<file path="src/rtl/pmdma_pkg.sv">
package pmdma_pkg;
   typedef enum logic [2:0] {
      ST_IDLE  = 3'd0,
      ST_WAIT  = 3'd1,
      ST_READ  = 3'd2,
      ST_WRITE = 3'd3,
      ST_CLOSE = 3'd4
   } pmdma_state_e;

   localparam int unsigned CFG_NREG = 2;
   localparam int unsigned CFG_SRC  = 0;
   localparam int unsigned CFG_DST  = 1;
endpackage

</file>
<file path="src/rtl/pmdma_addr_regs.sv">
module pmdma_addr_regs
   import pmdma_pkg::*;
#(
   parameter int unsigned ADDR_W = 16,
   parameter logic [ADDR_W-1:0] SRC_RST = 16'h8000,
   parameter logic [ADDR_W-1:0] DST_RST = 16'h0001
) (
   input  logic              clk,
   input  logic              rst_n,
   input  logic              wr_en,
   input  logic              wr_sel,
   input  logic [ADDR_W-1:0] wr_data,
   output logic [ADDR_W-1:0] src_addr,
   output logic [ADDR_W-1:0] dst_addr
);
   logic [ADDR_W-1:0] regs_q [CFG_NREG];

   for (genvar g = 0; g < CFG_NREG; g++) begin : g_reg
      localparam logic [ADDR_W-1:0] RST_V = (g == CFG_SRC) ? SRC_RST : DST_RST;
      always_ff @(posedge clk or negedge rst_n) begin
         if (!rst_n)
            regs_q[g] <= RST_V;
         else if (wr_en && (int'(wr_sel) == g))
            regs_q[g] <= wr_data;
      end
   end

   assign src_addr = regs_q[CFG_SRC];
   assign dst_addr = regs_q[CFG_DST];
endmodule

</file>
<file path="src/rtl/pmdma_seq.sv">
module pmdma_seq
   import pmdma_pkg::*;
(
   input  logic         clk,
   input  logic         rst_n,
   input  logic         periph_req,
   input  logic         bus_grant,
   output pmdma_state_e state,
   output logic         idle,
   output logic         periph_ack,
   output logic         bus_req
);
   pmdma_state_e state_q, state_d;

   always_comb begin
      state_d = state_q;
      unique case (state_q)
         ST_IDLE:  if (periph_req) state_d = ST_WAIT;
         ST_WAIT:  if (bus_grant)  state_d = ST_READ;
         ST_READ:  state_d = ST_WRITE;
         ST_WRITE: state_d = ST_CLOSE;
         ST_CLOSE: if (!bus_grant && !periph_req) state_d = ST_IDLE;
         default:  state_d = ST_IDLE;
      endcase
   end

   always_ff @(posedge clk or negedge rst_n) begin
      if (!rst_n) state_q <= ST_IDLE;
      else        state_q <= state_d;
   end

   assign state      = state_q;
   assign idle       = (state_q == ST_IDLE);
   assign periph_ack = (state_q == ST_READ) || (state_q == ST_WRITE);
   assign bus_req    = (state_q == ST_WAIT) || periph_ack;
endmodule

</file>
<file path="src/rtl/pmdma_bus_drv.sv">
module pmdma_bus_drv
   import pmdma_pkg::*;
#(
   parameter int unsigned ADDR_W = 16,
   parameter int unsigned DATA_W = 8
) (
   input  logic              clk,
   input  logic              rst_n,
   input  pmdma_state_e      state,
   input  logic              bus_grant,
   input  logic [ADDR_W-1:0] src_addr,
   input  logic [ADDR_W-1:0] dst_addr,
   input  logic [DATA_W-1:0] bus_rdata,
   output logic [ADDR_W-1:0] bus_addr,
   output logic              bus_rd,
   output logic              bus_wr,
   output logic [DATA_W-1:0] bus_wdata
);
   logic [DATA_W-1:0] hold_q;
   logic              own, in_rd, in_wr;

   assign own   = bus_grant;
   assign in_rd = own && (state == ST_READ);
   assign in_wr = own && (state == ST_WRITE);

   always_ff @(posedge clk or negedge rst_n) begin
      if (!rst_n)     hold_q <= '0;
      else if (in_rd) hold_q <= bus_rdata;
   end

   assign bus_rd    = in_rd;
   assign bus_wr    = in_wr;
   assign bus_addr  = in_rd ? src_addr : (in_wr ? dst_addr : '0);
   assign bus_wdata = in_wr ? hold_q : '0;
endmodule

</file>
<file path="src/rtl/pmdma_ctrl.sv">
module pmdma_ctrl
   import pmdma_pkg::*;
#(
   parameter int unsigned ADDR_W = 16,
   parameter int unsigned DATA_W = 8,
   parameter logic [ADDR_W-1:0] SRC_RST = 16'h8000,
   parameter logic [ADDR_W-1:0] DST_RST = 16'h0001
) (
   input  logic              clk,
   input  logic              rst_n,
   input  logic              cfg_we,
   input  logic              cfg_sel,
   input  logic [ADDR_W-1:0] cfg_wdata,
   input  logic              periph_req,
   output logic              periph_ack,
   output logic              bus_req,
   input  logic              bus_grant,
   output logic [ADDR_W-1:0] bus_addr,
   output logic              bus_rd,
   output logic              bus_wr,
   output logic [DATA_W-1:0] bus_wdata,
   input  logic [DATA_W-1:0] bus_rdata
);
   if (ADDR_W < 2 || ADDR_W > 64) begin : g_bad_aw
      $fatal(1, "pmdma_ctrl: ADDR_W out of range");
   end
   if (DATA_W < 1 || DATA_W > 128) begin : g_bad_dw
      $fatal(1, "pmdma_ctrl: DATA_W out of range");
   end

   pmdma_state_e      state;
   logic              idle;
   logic [ADDR_W-1:0] src_addr, dst_addr;

   pmdma_seq u_seq (
      .clk(clk), .rst_n(rst_n), .periph_req(periph_req), .bus_grant(bus_grant),
      .state(state), .idle(idle), .periph_ack(periph_ack), .bus_req(bus_req)
   );

   pmdma_addr_regs #(.ADDR_W(ADDR_W), .SRC_RST(SRC_RST), .DST_RST(DST_RST)) u_regs (
      .clk(clk), .rst_n(rst_n), .wr_en(cfg_we && idle), .wr_sel(cfg_sel),
      .wr_data(cfg_wdata), .src_addr(src_addr), .dst_addr(dst_addr)
   );

   pmdma_bus_drv #(.ADDR_W(ADDR_W), .DATA_W(DATA_W)) u_bus (
      .clk(clk), .rst_n(rst_n), .state(state), .bus_grant(bus_grant),
      .src_addr(src_addr), .dst_addr(dst_addr), .bus_rdata(bus_rdata),
      .bus_addr(bus_addr), .bus_rd(bus_rd), .bus_wr(bus_wr), .bus_wdata(bus_wdata)
   );
endmodule

</file>
<file path="config.mk">
export PLATFORM = sky130hd
export DESIGN_NAME = pmdma_ctrl
export DESIGN_NICKNAME = d
export VERILOG_FILES = /design/src/rtl/pmdma_pkg.sv /design/src/rtl/pmdma_addr_regs.sv /design/src/rtl/pmdma_seq.sv /design/src/rtl/pmdma_bus_drv.sv /design/src/rtl/pmdma_ctrl.sv
export SDC_FILE = /design/constraint.sdc
export NUM_CORES = 1
export LEC_CHECK = 0
export ABC_AREA = 1
export CORE_AREA = 2 2 71 73
export CTS_CLUSTER_DIAMETER = 50
export DETAILED_ROUTE_END_ITERATION = 8
export DIE_AREA = 0 0 73 75
export PLACE_DENSITY = 0.77
export SETUP_SLACK_MARGIN = 0.4
export SYNTH_ARGS = -nofsm -noshare
export SYNTH_HDL_FRONTEND = slang
export SYNTH_HIERARCHICAL = 1
export SYNTH_SLANG_ARGS = --single-unit
</file>
<file path="constraint.sdc">
create_clock -name clk -period 1.8 [get_ports clk]
set_clock_uncertainty 0.1 [all_clocks]
set_input_delay 0.18 -clock clk [delete_from_list [all_inputs] [get_ports clk]]
set_output_delay 0.18 -clock clk [all_outputs]
set_load 0.005 [all_outputs]
</file>
==> run metrics, run 1 <==
sw frac=0.407; final wirelength=6830 um; Syn Std Cell Area=0.00217 mm^2; die height=75 um; type of origin of the critical path=flip-flop; Mapped Cells=278; number of global-route vias before repair=2114; CORE AREA=0.00466 mm^2; Routed WL per cell=16.0 um; DIE WIDTH=73 um; worst path arrival time=1.60 ns; Slew Limit Headroom=0.484; YS warnings=6; worst hold margin=0.291 ns; Rows=25; RSZ-0062 raised after global routing=yes; die area=0.00548 mm^2; failing checks=setup timing; antenna-violating nets left=0; Internal Pwr Total=2.85 mW; Final Net Count=402; ant diodes=0; Crit Reg-Reg Startpoint=u_seq/state[2]$_DFFE_PN0P_; initial antenna violation count=0; htree depth=2; GPL Wtd Cong=0.784; DRC viols=0; maxcap violations=0; CTS Sinks=43; Sequential Power Share=0.372; register clock-pin slew on the reported worst setup and hold paths=0.08 ns; 1st-iter DRT viols=232; Comb pwr share=0.502; slowest CP cell=dfrtp_1; Placed Cells incl. Taps=391; Worst-Margin Slew=0.772 ns; leakage=1.80 nW; DP HPWL=3500 um; gr ovfl total=0; Global Route Usage Sum=0.241; Tmin final=1.88 ns; Root Buffer=clkbuf_8; fin crit share=1.04; crit path max fanout=4; final total power=4.81 mW; count of pins over their slew limit=0; Placed Instance Area=0.00281 mm^2; Crit Reg-Reg Endpoint=u_regs/dst_addr[12]$_DFFE_PN0P_; Hold WC Path Type=primary input to async pin; Post-Place Worst Slack=-0.204 ns; Synthesized Nets=308; Required @ worst endpoint=1.52 ns; CP cell instances=nand2_1 > nor2_4 > buf_6 > buf_6 > buf_6 > nand2_2 > nand2_2 > buf_6; worst vdd ir=902 uV; Seq/Total Area, Yosys=0.497; kind of critical path=flip-flop to output port; DRT Pass-1 Iters=4; number of synthesized register bits=43; PD cells=1410 mW/mm^2; wire length of the first global-routing pass=9980 um; pin count of the biggest net entering global routing=24; CP delay by family, top=simple AND/OR/NAND/NOR gates; endpoint class of the critical path=output port; clock buffer depth=2; status=finished, violations left; worst path bufs/invs=4; Initial Util=0.466; final setup fails=27; final design utilization=0.732; Design Area, Final=0.00341 mm^2; Fmax=532 MHz; worst setup margin=-0.0795 ns; Worst path max stage delay=0.42 ns; setup TNS=-1.18 ns; P_sw=1.96 mW; Worst-Skew Late Latency=0.30 ns; Non-Filler Instances=427; number of CTS-inserted buffers=5; average size of a mapped cell=7.81 um^2; Synth-to-Final Area Change=57.0%; clock power share=0.126; Final Hold Vio Count=0; PortBufs=57; count of cell types in the netlist=19; Vias=2266; most frequent CP cell=buf_6; Worst R2R Path Depth=12; IO Pins=58; TritonCTS clock tree=yes; reg2reg setup slack=-0.06 ns; layout cell share with drive strength beyond 1=0.442; drt via density=5.31
## per-layer routing
metal,up-vias,GRT usage,part of all wire
li1,1062,-,-
met1,1109,0.322,0.39
met5,-,0,0
met2,80,0.396,0.53
met3,15,0.0361,0.055
met4,0,0.0988,0.026
## cell usage in the layout, fill, tap and decap left out, types with 2 or more instances in the layout
cell type        Yosys  layout
buf_12               0       2
buf_2                1      25
buf_4                6      15
buf_6                7      24
buf_8                0       2
clkbuf_8             0       5
clkdlybuf4s50_1      0      27
dfrtp_1             41      40
dfstp_2              2       2
dlymetal6s2s_1       0       2
inv_1               17      13
inv_2                1       3
nand2_1            119      63
nand2_2              1      53
nand2_4              1       4
nand2_8              1       4
nand3_1             59      53
nand3_2              1       5
nand3_4              0       2
nor2_1              13       7
nor2_2               4       5
nor2_4               1       6
## power groups by stage
stage	Sequential, mW	Combinational (mW)	Clock (mW)
3_5_place_dp	1.68	1.59	0
3_3_place_gp	1.67	1.56	0
6_report	1.79	2.42	0.605
2_1_floorplan	1.66	1.02	0
5_1_grt	1.84	2.60	0.652
4_1_cts	1.73	2.08	0.612
## final cells by class
cell class              instances  area, um^2
inverters                      19        83.8
well taps                      54        67.6
clock buffers                   6        72.6
fillers                       309        1250
repair buffers                 99         911
multi-input cells             204        1180
flip-flops and latches         43        1080
clock inverters                 2        12.5
## timing repair
action | 4_1_cts | 5_1_grt
hold buffers | 1 | 0
setup buffers | 19 | 4
cloned | 4 | 0
endpoints found under the hold margin | 21 | 0
pin swaps | 15 | 15
gates resized for setup | 184 | 45
setup endpoints to repair | 60 | 63
## kinds of logic (layout without fill, tap and decap cells)
family | count (synthesis) | count (layout) | share of synthesized area
simple gates | 200 | 202 | 0.403
compound gates | 2 | 2 | 0.00633
buf+inv | 33 | 126 | 0.0945
flops | 43 | 43 | 0.497
## worst reg2reg max path: stages (launching register included)
cell,delay [ns]
dfrtp_2,0.44
buf_6,0.12
buf_6,0.10
buf_6,0.12
nor2_4,0.11
inv_2,0.06
nor2_4,0.08
nand2_2,0.08
clkinv_4,0.10
buf_12,0.16
nand2_8,0.10
nand2_2,0.12
nand2_1,0.06
## registers in the layout (all words and copies together) (netlist names)
register,flops
u_regs/src_addr,16
u_seq/state,3
u_regs/dst_addr,16
u_bus/hold_q,8
## cells in the mapped netlist
| cell type | number | area, um^2 |
|---|---|---|
| inv_1 | 17 | 63.8 |
| nor2_1 | 13 | 48.8 |
| dfstp_2 | 2 | 52.6 |
| nand2_1 | 119 | 447 |
| buf_4 | 6 | 45.0 |
| inv_2 | 1 | 3.75 |
| nand2_2 | 1 | 6.26 |
| nand2_4 | 1 | 11.3 |
| a21oi_2 | 1 | 8.76 |
| buf_6 | 7 | 78.8 |
| nand2_8 | 1 | 20.0 |
| nor2_2 | 4 | 25.0 |
| nand3_1 | 59 | 295 |
| nor2_4 | 1 | 11.3 |
| dfrtp_1 | 41 | 1030 |
| buf_2 | 1 | 5.00 |
| nand3_2 | 1 | 10.0 |
| o21ai_0 | 1 | 5.00 |
| inv_6 | 1 | 8.76 |
## worst max-delay path by stage
stage / startpoint / to / slack [ns] / depth (start not counted)
after global placement: bus_grant / bus_addr[12] / -0.20 / 7
after global routing: u_seq/state[2]$_DFFE_PN0P_ / u_regs/dst_addr[10]$_DFFE_PN0P_ / -0.13 / 12
after detailed placement: bus_grant / bus_addr[14] / -0.20 / 7
final: u_seq/state[0]$_DFFE_PN0P_ / bus_addr[13] / -0.08 / 8
after floorplan: u_seq/state[2]$_DFFE_PN0P_ / u_regs/dst_addr[10]$_DFFE_PN0P_ / 0.37 / 10
after CTS: u_seq/state[2]$_DFFE_PN0P_ / bus_addr[9] / -0.06 / 9
Power figures use the tool's default switching activity.
==> inputs of run 2 (changes only) <==
Settings changed: GPL_TIMING_DRIVEN from default to 1, SETUP_SLACK_MARGIN 0.4 to 0.1.
==> run metrics, run 2 (synthesis gave the netlist of run 1 again) <==
count of pins over their slew limit=0 (unchanged); global routing's busiest layer=met2; PD cells=1410 mW/mm^2 (-0.42%); worst hold margin=0.278 ns (-0.0125 ns); pin count of the biggest net entering global routing=22 (-8.3%); wire length of the first global-routing pass=10100 um (+0.90%); Slew Limit Headroom=0.524 (+0.0403); Tmin final=1.87 ns (-0.00985 ns); GPL Wtd Cong=0.792 (+1.0%); Final Net Count=406 (+1.0%); most common cell after layout, fill and taps aside=nand2_1; sw frac=0.399 (-0.00801); Crit Reg-Reg Startpoint=u_seq/state[2]$_DFFE_PN0P_; die area=0.00548 mm^2 (unchanged); PortBufs=57 (unchanged); final wirelength=6910 um (+1.1%); initial antenna violation count=0 (unchanged); Final Hold Vio Count=0 (unchanged); leakage=1.80 nW (about the same); final total power=4.75 mW (-1.3%); Root Buffer=clkbuf_8; Routed WL per cell=16.0 um (+0.20%); kind of critical path=flip-flop to output port; 1st-iter DRT viols=176 (-24%); worst setup margin=-0.0696 ns (+0.00985 ns); Vias=2274 (+0.35%); reg2reg setup slack=0.12 ns (+0.18 ns); IO Pins=58 (unchanged); clock buffer depth=2 (unchanged); layout cell share with drive strength beyond 1=0.379 (-0.0630); Worst-Margin Slew=0.712 ns (-0.0602 ns); DRC viols=0 (unchanged); TritonCTS clock tree=yes; most frequent CP cell=buf_6; ant diodes=0 (unchanged); Internal Pwr Total=2.85 mW (about the same); Rows=25 (unchanged); final setup fails=4 (-85%); Comb pwr share=0.502 (about the same); crit path max fanout=4 (unchanged); type of origin of the critical path=flip-flop; die height=75 um (unchanged); met1 Resource Use GR=0.301 (-0.0214); failing checks=setup timing; Sequential Power Share=0.370 (-0.002); Global Route Usage Sum=0.244 (+0.00260); DP HPWL=3590 um (+2.6%); Initial Util=0.466 (unchanged); DIE WIDTH=73 um (unchanged); Worst-Skew Late Latency=0.30 ns (about the same); Design Area, Final=0.00338 mm^2 (-0.92%); Fmax=535 MHz (+0.53%); DRT Pass-1 Iters=4 (unchanged); htree depth=2 (unchanged); Placed Instance Area=0.00282 mm^2 (+0.31%); commonest cells after routing, fill and taps aside=nand2_1 (89), nand3_1 (51), dfrtp_1 (41), nand2_2 (29), clkdlybuf4s50_1 (27); register clock-pin slew on the reported worst setup and hold paths=0.08 ns (about the same); worst path arrival time=1.59 ns (about the same); Required @ worst endpoint=1.52 ns (about the same); RSZ-0062 raised after global routing=yes; number of global-route vias before repair=2165 (+2.4%); number of CTS-inserted buffers=5 (unchanged); P_sw=1.90 mW (-3.3%); CP cell instances=nand2_1 > nor2_4 > buf_6 > buf_6 > buf_6 > nand2_2 > nand2_1 > buf_2; final design utilization=0.725 (-0.00671); Worst path max stage delay=0.41 ns (about the same); status=finished, violations left; Worst R2R Path Depth=10 (-2); Crit Reg-Reg Endpoint=u_regs/src_addr[13]$_DFFE_PN0P_; Synth-to-Final Area Change=55.5%; endpoint class of the critical path=output port; maxcap violations=0 (unchanged); clock power share=0.128 (+0.002); gr ovfl total=0 (unchanged); Hold WC Path Type=primary input to async pin; met3 usage=0.0535 (+0.0174); worst vdd ir=688 uV (-24%); drt via density=5.28 (-0.58%); M2 GR Usage=0.415 (+0.0190); filler cell count=339 (+9.7%); CORE AREA=0.00466 mm^2 (unchanged); antenna-violating nets left=0 (unchanged); fin crit share=1.04 (-0.00547); slowest CP cell=dfrtp_1; CTS Sinks=43 (unchanged)
[run 2: cell count changes in the layout (fill, tap and decap cells not counted), moves of 4 or more]
cell     change
nand3_2      +4
buf_4        +5
buf_6        -4
nand2_2     -24
nand2_1     +26
[run 2: cell type report]
cell class	instances	area (um^2)	share of cell area
well taps	54	67.6	0.0200
flip-flops and latches	43	1080	0.319
multi-input cells	204	1090	0.323
repair buffers	103	973	0.288
inverters	19	83.8	0.0248
clock buffers	5	68.8	0.0204
clock inverters	3	15.0	0.00444
[run 2: power by group through the flow]
stage	sequential [mW]	clock, mW	combinational (mW)
3_3_place_gp	1.67	0	1.58
2_1_floorplan	1.65	0	1.02
4_1_cts	1.70	0.614	1.97
3_5_place_dp	1.69	0	1.63
6_report	1.76	0.607	2.39
5_1_grt	1.80	0.658	2.57
[run 2: what timing repair did]
action / CTS / global route
pin swaps: 4 / 25
gates resized for setup: 141 / 48
hold endpoints to repair: 17 / 0
hold buffers: 1 / 0
gates cloned: 3 / 4
buffers inserted: 22 / 3
setup endpoints to repair: 45 / 58
[run 2: critical path: cells and delay by family, from the launching register on]
family | cells | cell delay, ns
buffers and inverters | 4 | 0.44
AND/OR/NAND/NOR | 4 | 0.43
flip-flops | 1 | 0.41
[run 2: worst max path at each step]
stage                                           from                              end  slack (ns)  depth (start not counted)
final                     u_seq/state[0]$_DFFE_PN0P_                      bus_addr[2]       -0.07                          8
after detailed placement                   bus_grant                      bus_addr[2]       -0.19                          7
after floorplan           u_seq/state[0]$_DFFE_PN0P_  u_regs/dst_addr[10]$_DFFE_PN0P_        0.33                         10
after global placement                     bus_grant                     bus_wdata[2]       -0.16                          6
after global routing      u_seq/state[2]$_DFFE_PN0P_                      bus_addr[2]       -0.12                          9
after CTS                 u_seq/state[2]$_DFFE_PN0P_                      bus_addr[2]       -0.02                          9
[run 2: through the flow]
stage,TNS [ns],setup slack [ns],std cells
2_1_floorplan,0,0.328,278
3_5_place_dp,-4.26,-0.194,391
5_1_grt,-0.748,-0.118,431
6_report,-0.179,-0.0696,431
4_1_cts,-0.0337,-0.0169,425
3_3_place_gp,-3.50,-0.164,391
[run 2: metal layers]
| layer | vias to the layer above | wire, um |
|---|---|---|
| met2 | 102 | 3560 |
| met1 | 1077 | 2650 |
| met3 | 18 | 501 |
| li1 | 1077 | - |
| met4 | 0 | 196 |
| met5 | - | 0 |
